==> src/rtl/bond_pkg.sv <==
// Shared constants for the bonded receive combiner.
package bond_pkg;
    localparam int         BYTE_W     = 8;
    localparam logic [7:0] COMMA_CHAR = 8'hBC;
endpackage

==> src/rtl/bond_lane_align.sv <==
// Per-lane byte realignment.
// Finds the lowest byte holding a comma (control flag set and value COMMA_CHAR),
// keeps that index as the lane offset, and rebuilds each aligned word from the
// previous and current received words. Words still carrying a control flag are
// dropped. Assumes NB >= 2 and one received word per valid cycle.
module bond_lane_align
    import bond_pkg::*;
#(
    parameter int NB = 4
) (
    input  logic              clk,
    input  logic              rst_n,
    input  logic              in_vld,
    input  logic [NB*8-1:0]   in_data,
    input  logic [NB-1:0]     in_ctl,
    output logic              out_vld,
    output logic [NB*8-1:0]   out_data
);
    localparam int W  = NB * BYTE_W;
    localparam int OW = $clog2(NB);

    logic [W-1:0]   prev_data_q;
    logic [NB-1:0]  prev_ctl_q;
    logic           primed_q;
    logic [OW-1:0]  offset_q;

    logic           comma_hit;
    logic [OW-1:0]  comma_pos;
    logic [OW-1:0]  off_eff;
    logic [2*W-1:0] cat_data;
    logic [2*NB-1:0] cat_ctl;
    logic [W-1:0]   al_data;
    logic [NB-1:0]  al_ctl;

    // Locate the lowest comma byte in the incoming word.
    always_comb begin
        comma_hit = 1'b0;
        comma_pos = '0;
        for (int k = NB - 1; k >= 0; k--) begin
            if (in_ctl[k] && (in_data[k*BYTE_W +: BYTE_W] == COMMA_CHAR)) begin
                comma_hit = 1'b1;
                comma_pos = OW'(k);
            end
        end
    end

    // Select the offset and extract the aligned word and its flags.
    always_comb begin
        off_eff  = comma_hit ? comma_pos : offset_q;
        cat_data = {in_data, prev_data_q};
        cat_ctl  = {in_ctl, prev_ctl_q};
        al_data  = cat_data[{off_eff, 3'b000} +: W];
        al_ctl   = cat_ctl[off_eff +: NB];
    end

    // Register history, offset and the aligned payload word.
    always_ff @(posedge clk) begin
        if (!rst_n) begin
            prev_data_q <= '0;
            prev_ctl_q  <= '0;
            primed_q    <= 1'b0;
            offset_q    <= '0;
            out_vld     <= 1'b0;
            out_data    <= '0;
        end else if (in_vld) begin
            prev_data_q <= in_data;
            prev_ctl_q  <= in_ctl;
            primed_q    <= 1'b1;
            offset_q    <= off_eff;
            out_vld     <= primed_q && (al_ctl == '0);
            out_data    <= al_data;
        end else begin
            out_vld     <= 1'b0;
        end
    end
endmodule

==> src/rtl/bond_sync_fifo.sv <==
// Small per-lane synchronisation FIFO with an occupancy count.
// A write to a full FIFO is accepted only when a read happens in the same
// cycle; otherwise it is discarded. rd_data shows the head entry. The reader
// must not read when empty.
module bond_sync_fifo #(
    parameter int DEPTH = 4,
    parameter int W     = 32
) (
    input  logic                       clk,
    input  logic                       rst_n,
    input  logic                       wr_en,
    input  logic [W-1:0]               wr_data,
    input  logic                       rd_en,
    output logic [W-1:0]               rd_data,
    output logic                       empty,
    output logic [$clog2(DEPTH+1)-1:0] fill
);
    localparam int PW = (DEPTH > 1) ? $clog2(DEPTH) : 1;
    localparam int CW = $clog2(DEPTH + 1);

    logic [W-1:0]  mem [DEPTH];
    logic [PW-1:0] wp_q;
    logic [PW-1:0] rp_q;
    logic [CW-1:0] cnt_q;
    logic          full;
    logic          wr_ok;
    logic          rd_ok;

    // Derive flags and accepted operations.
    always_comb begin
        full    = (cnt_q == CW'(DEPTH));
        empty   = (cnt_q == '0);
        wr_ok   = wr_en && (!full || rd_en);
        rd_ok   = rd_en && !empty;
        rd_data = mem[rp_q];
        fill    = cnt_q;
    end

    // Store accepted entries.
    always_ff @(posedge clk) begin
        if (wr_ok) begin
            mem[wp_q] <= wr_data;
        end
    end

    // Advance pointers and occupancy.
    always_ff @(posedge clk) begin
        if (!rst_n) begin
            wp_q  <= '0;
            rp_q  <= '0;
            cnt_q <= '0;
        end else begin
            if (wr_ok) begin
                wp_q <= (wp_q == PW'(DEPTH - 1)) ? '0 : wp_q + 1'b1;
            end
            if (rd_ok) begin
                rp_q <= (rp_q == PW'(DEPTH - 1)) ? '0 : rp_q + 1'b1;
            end
            case ({wr_ok, rd_ok})
                2'b10:   cnt_q <= cnt_q + 1'b1;
                2'b01:   cnt_q <= cnt_q - 1'b1;
                default: cnt_q <= cnt_q;
            endcase
        end
    end
endmodule

==> src/rtl/bond_skew_monitor.sv <==
// Watches the two lane FIFO levels. When one is full and the other empty for
// DEPTH+1 consecutive cycles it raises a flag that holds until reset.
module bond_skew_monitor #(
    parameter int DEPTH = 4,
    parameter int CW    = 3
) (
    input  logic          clk,
    input  logic          rst_n,
    input  logic [CW-1:0] fill0,
    input  logic [CW-1:0] fill1,
    output logic          skew_err
);
    localparam int SW = $clog2(DEPTH + 1);

    logic          imbalance;
    logic [SW-1:0] run_q;

    // Detect a full/empty imbalance between the lanes.
    always_comb begin
        imbalance = ((fill0 == CW'(DEPTH)) && (fill1 == '0)) ||
                    ((fill1 == CW'(DEPTH)) && (fill0 == '0));
    end

    // Count the imbalance run and latch the error.
    always_ff @(posedge clk) begin
        if (!rst_n) begin
            run_q    <= '0;
            skew_err <= 1'b0;
        end else if (imbalance) begin
            if (run_q == SW'(DEPTH)) begin
                skew_err <= 1'b1;
            end else begin
                run_q <= run_q + 1'b1;
            end
        end else begin
            run_q <= '0;
        end
    end
endmodule

==> src/rtl/bond_rx_combiner.sv <==
// Bonded two-lane receive combiner.
// Realigns each 32-bit lane, drops filler words, buffers each lane in a
// small FIFO and emits {lane1, lane0} when both lanes hold a word.
// Assumes both lanes share clk and that a comma sets the byte offset.
module bond_rx_combiner #(
    parameter int NB    = 4,
    parameter int DEPTH = 4
) (
    input  logic            clk,
    input  logic            rst_n,
    input  logic            lane0_vld,
    input  logic [31:0]     lane0_data,
    input  logic [3:0]      lane0_ctl,
    input  logic            lane1_vld,
    input  logic [31:0]     lane1_data,
    input  logic [3:0]      lane1_ctl,
    output logic            bond_valid,
    output logic [63:0]     bond_data,
    output logic            skew_err
);
    localparam int LANES = 2;
    localparam int W     = NB * 8;
    localparam int CW    = $clog2(DEPTH + 1);

    logic [LANES-1:0] in_vld;
    logic [W-1:0]     in_data [LANES];
    logic [NB-1:0]    in_ctl  [LANES];
    logic [LANES-1:0] al_vld;
    logic [W-1:0]     al_data [LANES];
    logic [W-1:0]     head    [LANES];
    logic [LANES-1:0] fifo_empty;
    logic [CW-1:0]    fill_a  [LANES];
    logic [CW-1:0]    fill0;
    logic [CW-1:0]    fill1;
    logic             pop;

    // Gather lane ports into arrays.
    always_comb begin
        in_vld[0]  = lane0_vld;
        in_vld[1]  = lane1_vld;
        in_data[0] = lane0_data;
        in_data[1] = lane1_data;
        in_ctl[0]  = lane0_ctl;
        in_ctl[1]  = lane1_ctl;
    end

    for (genvar g = 0; g < LANES; g++) begin : g_lane
        bond_lane_align #(.NB(NB)) u_align (
            .clk      (clk),
            .rst_n    (rst_n),
            .in_vld   (in_vld[g]),
            .in_data  (in_data[g]),
            .in_ctl   (in_ctl[g]),
            .out_vld  (al_vld[g]),
            .out_data (al_data[g])
        );

        bond_sync_fifo #(.DEPTH(DEPTH), .W(W)) u_fifo (
            .clk     (clk),
            .rst_n   (rst_n),
            .wr_en   (al_vld[g]),
            .wr_data (al_data[g]),
            .rd_en   (pop),
            .rd_data (head[g]),
            .empty   (fifo_empty[g]),
            .fill    (fill_a[g])
        );
    end

    // Pop only when every lane has an entry.
    always_comb begin
        pop   = (fifo_empty == '0);
        fill0 = fill_a[0];
        fill1 = fill_a[1];
    end

    // Register the combined output word.
    always_ff @(posedge clk) begin
        if (!rst_n) begin
            bond_valid <= 1'b0;
            bond_data  <= '0;
        end else begin
            bond_valid <= pop;
            if (pop) begin
                bond_data <= {head[1], head[0]};
            end
        end
    end

    bond_skew_monitor #(.DEPTH(DEPTH), .CW(CW)) u_skew (
        .clk      (clk),
        .rst_n    (rst_n),
        .fill0    (fill0),
        .fill1    (fill1),
        .skew_err (skew_err)
    );
endmodule

==> config.mk <==
export PLATFORM = sky130hd
export DESIGN_NAME = bond_rx_combiner
export DESIGN_NICKNAME = d
export VERILOG_FILES = /design/src/rtl/bond_pkg.sv /design/src/rtl/bond_lane_align.sv /design/src/rtl/bond_sync_fifo.sv /design/src/rtl/bond_skew_monitor.sv /design/src/rtl/bond_rx_combiner.sv
export SDC_FILE = /design/constraint.sdc
export NUM_CORES = 1
export LEC_CHECK = 0
export CORE_ASPECT_RATIO = 1.1
export CORE_MARGIN = 2
export CORE_UTILIZATION = 63
export DETAILED_ROUTE_END_ITERATION = 16
export PLACE_DENSITY = 0.95
export SYNTH_ARGS = -nofsm -noshare
export SYNTH_HDL_FRONTEND = slang
export SYNTH_SLANG_ARGS = --single-unit
==> constraint.sdc <==
create_clock -name clk -period 6.8 [get_ports clk]
set_input_delay 1.36 -clock clk [delete_from_list [all_inputs] [get_ports clk]]
set_output_delay 1.36 -clock clk [all_outputs]
set_load 0.01 [all_outputs]
## Word-level counts from Yosys, hierarchy flattened

Memories as Yosys holds them, arrays and structs flattened. A register that Yosys moved wholly into a read port is not among the register bits.
Cells that the tools add are included.

- Equality and inequality tests: 19
- Shift-type cells: 4
- Muxes and demuxes: 28
- Reduce and logical (&&, ||, !) cells: 36
- $add $sub $neg: 9

Operator list:

| kind | number |
|---|---|
| variable part select 64 x 6 -> 32 bit | 2 |
| equality test 8 bit (second input constant) | 8 |
| two-way mux 2 bit | 14 |
| logical AND 1 bit | 16 |
| variable part select 8 x 3 -> 4 bit | 2 |
| equality test 2 bit (second input constant) | 6 |
| two-way mux 1 bit | 12 |
| case mux 3 bit (2 select lines) | 2 |
| adder 3 x 1 -> 3 bit (second input constant) | 3 |
| equality test 3 bit (second input constant) | 3 |
| adder 2 x 1 -> 2 bit (second input constant) | 4 |
| zero test 4 bit | 2 |
| AND reduction 2 bit | 4 |
| zero test 1 bit | 6 |
| zero test 3 bit | 2 |
| subtractor 3 x 1 -> 3 bit (second input constant) | 2 |
| equality test 2 x 1 -> 1 bit (second input constant) | 2 |
| nonzero test 2 bit | 2 |
| logical OR 1 bit | 3 |
| zero test 2 bit | 1 |

- Memory bits (writable): 256
- Memories kept: 2
- Bits of input ports: 76
- Register bits: 163

Memory list:

| name | words | width | read ports | clocked after memory_dff | write ports | RTL line | RTL |
|---|---|---|---|---|---|---|---|
| g_lane[0].u_fifo.mem | 4 | 32 | 1 | 1 | 1 | bond_sync_fifo.sv:21 | `logic [W-1:0] mem [DEPTH];` |
| g_lane[1].u_fifo.mem | 4 | 32 | 1 | 1 | 1 | bond_sync_fifo.sv:21 |  |

## Longest topological paths before layout

- Depth in word-level cells: 10
- Depth in mapped cells: 11
- Mapped depth without buffers: 10

## Hierarchy

A second synthesis with hierarchy kept.

- Cell total of the unflattened synthesis: 1440
- Area, all modules: 19864.1 µm²

By module, submodules not included:

| module | seq. area each (µm²) | cells each | instances | area each (µm²) |
|---|---|---|---|---|
| bond_sync_fifo | 4023.9 | 222 | 2 | 5103.6 |
| bond_lane_align | 1441.4 | 339 | 2 | 3448.3 |
| bond_rx_combiner | 1301.2 | 295 | 1 | 2565.0 |
| bond_skew_monitor | 80.1 | 23 | 1 | 195.2 |

## Least setup slack after synthesis

OpenSTA, ideal clock, no wires.

- Kind: input to register
- Start: input port lane0_data[24]
- End: register g_lane[0].u_align.out_data[18]
- Arrival: 2.982 ns
- Setup slack: 3.680 ns
- Data required time: 6.662 ns
- Setup time: 0.138 ns
- Cell stages on the path: 8
- Path through: or3b_1 -> o31a_4 -> o21ai_4 -> and2_4 -> buf_12 -> buf_12 -> mux2i_1 -> o221ai_1

- Longest elaborated chain between the ends: 8
- Elaborated cells between the ends (all ways): 12

RTL lines:

| item | RTL line | RTL |
|---|---|---|
| start, declared | bond_rx_combiner.sv:12 | `input logic [31:0] lane0_data,` |
| equality test 8 bit * | bond_lane_align.sv:40 | `if (in_ctl[k] && (in_data[k*BYTE_W +: BYTE_W] == COMMA_CHAR)) begin` |
| logical AND 1 bit * | bond_lane_align.sv:40 |  |
| two-way mux 2 bit or two-way mux 1 bit (tied branches) (4 in series) | bond_lane_align.sv:40 |  |
| two-way mux 2 bit * | bond_lane_align.sv:49 | `off_eff = comma_hit ? comma_pos : offset_q;` |
| variable part select 64 x 6 -> 32 bit * | bond_lane_align.sv:52 | `al_data = cat_data[{off_eff, 3'b000} +: W];` |
| end signal, assigned | bond_lane_align.sv:71 | `out_data <= al_data;` |
| end, declared | bond_lane_align.sv:17 | `output logic [NB*8-1:0] out_data` |

Mark *: on every way between the ends. The rest lies on a longest branch, timed or not.
A chain may end at the register's enable or synchronous reset.

## Final worst setup path

- Start: input port lane0_ctl[2]
- End: register g_lane[0].u_align.out_data[21]

- Longest elaborated chain between the ends: 6
- Elaborated cells between the ends (all ways): 9

RTL lines:

| item | RTL line | RTL |
|---|---|---|
| start, declared | bond_rx_combiner.sv:13 | `input logic [3:0] lane0_ctl,` |
| logical AND 1 bit * | bond_lane_align.sv:40 |  |
| two-way mux 2 bit or two-way mux 1 bit (tied branches) (3 in series) | bond_lane_align.sv:40 |  |
| two-way mux 2 bit * | bond_lane_align.sv:49 |  |
| variable part select 64 x 6 -> 32 bit * | bond_lane_align.sv:52 |  |

Marked as above.

==> flow_summary_export.csv <==
group,metric,value,unit
synthesis,ys_seq_area_frac,0.6186,
die,dieWidth,172.9,um
placement,io_buffers,141,
worst_setup_path,cp.required,7.21,ns
clock_tree,cts_hold_buffers,0,
placement,postPlaceCellArea,0.02144,mm2
job,maxCapViolCount,0,
clock_tree,cts_resized,0,
final_layout,diodes,0,
final_layout,fillers,1806,
detailed_routing,totalWireLength,47520,um
detailed_routing,post-route-drc-count,0,
synthesis,syn_inst,1490,
final_layout,layout-drive-gt1-share,0.1250,
synthesis,syn_nets,1582,
global_route,first_global_vias,12940,
power_and_ir_drop,leakage,7.971,nW
placement,dp.cells,1978,
die,boundaryPins,142,
synthesis,avgSynthCellArea,13.27,um2
sta,fin_crit,3.967,ns
final_layout,instances_no_fill,2060,
clock_tree,cts_setup_buffers,0,
placement,dp_hpwl,28680,um
clock_tree,htree_levels,2,
detailed_routing,via_per_inst,6.371,
die,placementRows,68,
detailed_routing,postRouteAntennaNets,0,
clock_tree,cts_buffers,44,
sta,hold_violations,0,
detailed_routing,drtIter0Drc,1648,
synthesis,synth_area,0.01977,mm2
synthesis,ys_types,67,
sta,fin_ws,2.833,ns
global_route,grt_usage,0.2873,
synthesis,async_flop_share,0,
final_layout,areaGrowthSynthToFinish,16.21,%
final_layout,stdcell_area,0.02298,mm2
clock_tree,clk_latency,0.55,ns
power_and_ir_drop,ir_drop,0.1869,mV
sta,slew_violations,0,
worst_setup_path,critical_path.endpoint_type,"flip-flop",
sta,rsz0062_at_grt,"no",
die,core_area,0.03114,mm2
worst_hold_path,hp-class,"flip-flop to flip-flop",
worst_setup_path,worstPathArrival,4.38,ns
sta,tightest_slew,1.277,ns
clock_tree,clkTransAtPathRegs,0.07,ns
outcome,status,"complete, no violations",
sta,finalCritPeriodShare,0.5833,
power_and_ir_drop,total_power,6.064,mW
synthesis,synth_seq_cells,483,
clock_tree,cts_root_buffer,"clkbuf_16",
detailed_routing,vias,13130,
sta,max_freq,0.2521,GHz
power_and_ir_drop,p_per_area,263.9,mW/mm2
sta,hold_slack,0.4573,ns
synthesis,yosys_most_used_dff,"edfxtp_1",
detailed_routing,drtPass1Iterations,6,
placement,place.gp.congestion,0.9369,
die,fp.dieH,189.8,um
detailed_routing,routedWlPerCell,23.07,um
placement,place_ws,2.498,ns
die,die_area,0.03282,mm2
global_route,grt_remaining_overflow,0,
worst_setup_path,cp_max_fo,30,
sta,maxSlewHeadroom,0.1450,
synthesis,synth_edf_count,256,
global_route,antenna_found_initial,0,
synthesis,synth_warnings,0,
sta,setup_viol,0,
sta,setup_tns,0,ns
sta,fin_worst_skew,0.01724,ns
final_layout,fin_nets,1696,
global_route,grt_pass1_wl,73910,um
clock_tree,cts_sinks,483,
global_route,grt_max_degree,72,
final_layout,finish.utilization,0.7379,
clock_tree,clock_path_buffers,3,
die,start_util,0.6350,
clock_tree,cts_tree,"built",
worst_setup_path,worstSetupPathType,"input port to flip-flop",
worst_setup_path,cp-start-kind,"input port",
[per-layer routing]
metal | vias up | global-route usage | wire length (um) | share of wire
met5 | - | 0 | 0 | 0
met4 | 0 | 0.09876 | 1734 | 0.036
li1 | 5714 | - | - | -
met1 | 6313 | 0.3997 | 18560 | 0.39
met3 | 170 | 0.05695 | 5059 | 0.11
met2 | 928 | 0.4583 | 22160 | 0.47
[final timing paths]
kind | start | end | slack (ns) | cells past startpoint
setup / recovery | lane0_ctl[2] | g_lane[0].u_align.out_data[21] | 2.83 | 6
hold / removal | g_lane[0].u_align.primed_q | g_lane[0].u_align.primed_q | 0.46 | 1
setup reg to reg | g_lane[0].u_fifo.fill[0] | g_lane[0].u_fifo.fill[2] | 4.04 | 10
hold reg to reg | g_lane[0].u_align.primed_q | g_lane[0].u_align.primed_q | 0.46 | 1
[Yosys cell counts, drive strengths merged (3+ instances only)]
master	count	area [um2]
a21boi	71	533.0
a21oi	8	40.04
a221oi	7	61.31
a22o	3	26.28
and2	8	52.55
and3	35	219.0
and4b	4	40.04
buf	27	187.7
clkbuf	65	244.0
dfxtp	227	4544
edfxtp	256	7687
ha	14	175.2
inv	19	71.31
mux2i	120	1201
mux4	64	1441
nand2	269	1012
nand2b	3	18.77
nand3b	4	30.03
nand4	3	18.77
nand4b	5	43.79
nor2	62	249.0
nor2b	81	506.7
nor3	8	45.04
nor3b	4	30.03
o211a	3	30.03
o211ai	5	37.54
o21a	4	30.03
o21ai	8	62.56
o221ai	29	254.0
o31ai	7	52.55
o41ai	28	447.9
or3	3	18.77
xnor2	3	26.28
[worst max-delay path: stages]
cell,delay [ns]
clkdlybuf4s50_1,0.56
nand4b_1,0.20
nor4_4,0.43
o311a_1,0.33
nand3_1,0.85
o221ai_1,0.64
[layout make-up]
cell class                 instances  area [um2]  share of cell area
clock buffer                      62        1281             0.05576
sequential                       483       12240              0.5325
inverter                          19       71.32            0.003104
timing repair buffer             160        1541             0.06708
multi-input combinational        896        7067              0.3075
tap                              420       525.5             0.02287
clock inverter                    20       256.5             0.01116
[power breakdown]
part / switching [mW] / internal, mW / total [mW]
clock: 1.08 / 1.52 / 2.60
combinational: 0.157 / 0.129 / 0.286
sequential: 0.0655 / 3.12 / 3.18
[kinds of logic after synthesis]
group | share of synthesized area
flip-flops | 0.6186
XOR/XNOR | 0.002215
AO/OA/AOI/OAI | 0.08903
multiplexers | 0.1336
adder cells (fa/ha/maj) | 0.01088
AND/OR/NAND/NOR | 0.1202
buffers and inverters | 0.02544
[sequential cells by signal (all words and copies together) (netlist names)]
register	count
g_lane.u_align.primed_q	2
u_skew.run_q	3
g_lane.u_fifo.fill	6
g_lane.u_fifo.mem	256
bond_valid	1
g_lane.u_align.out_data	64
u_skew.skew_err	1
g_lane.u_fifo.rp_q	4
g_lane.u_align.prev_ctl_q	8
g_lane.u_align.out_vld	2
bond_data	64
g_lane.u_align.offset_q	4
g_lane.u_align.prev_data_q	64
g_lane.u_fifo.wp_q	4
[cell usage in the layout, fill, tap and decap left out, types with 27 or more instances in the layout]
master,Yosys,final
dfxtp_1,227,223
and3_1,35,35
edfxtp_1,256,256
a21boi_0,70,70
o221ai_1,29,29
clkdlybuf4s50_1,0,138
mux2i_1,120,120
o41ai_2,27,27
nor2_1,61,61
nand2_1,268,268
mux4_2,64,64
nor2b_1,81,79
clkbuf_16,0,46
Power figures use the tool's default switching activity.
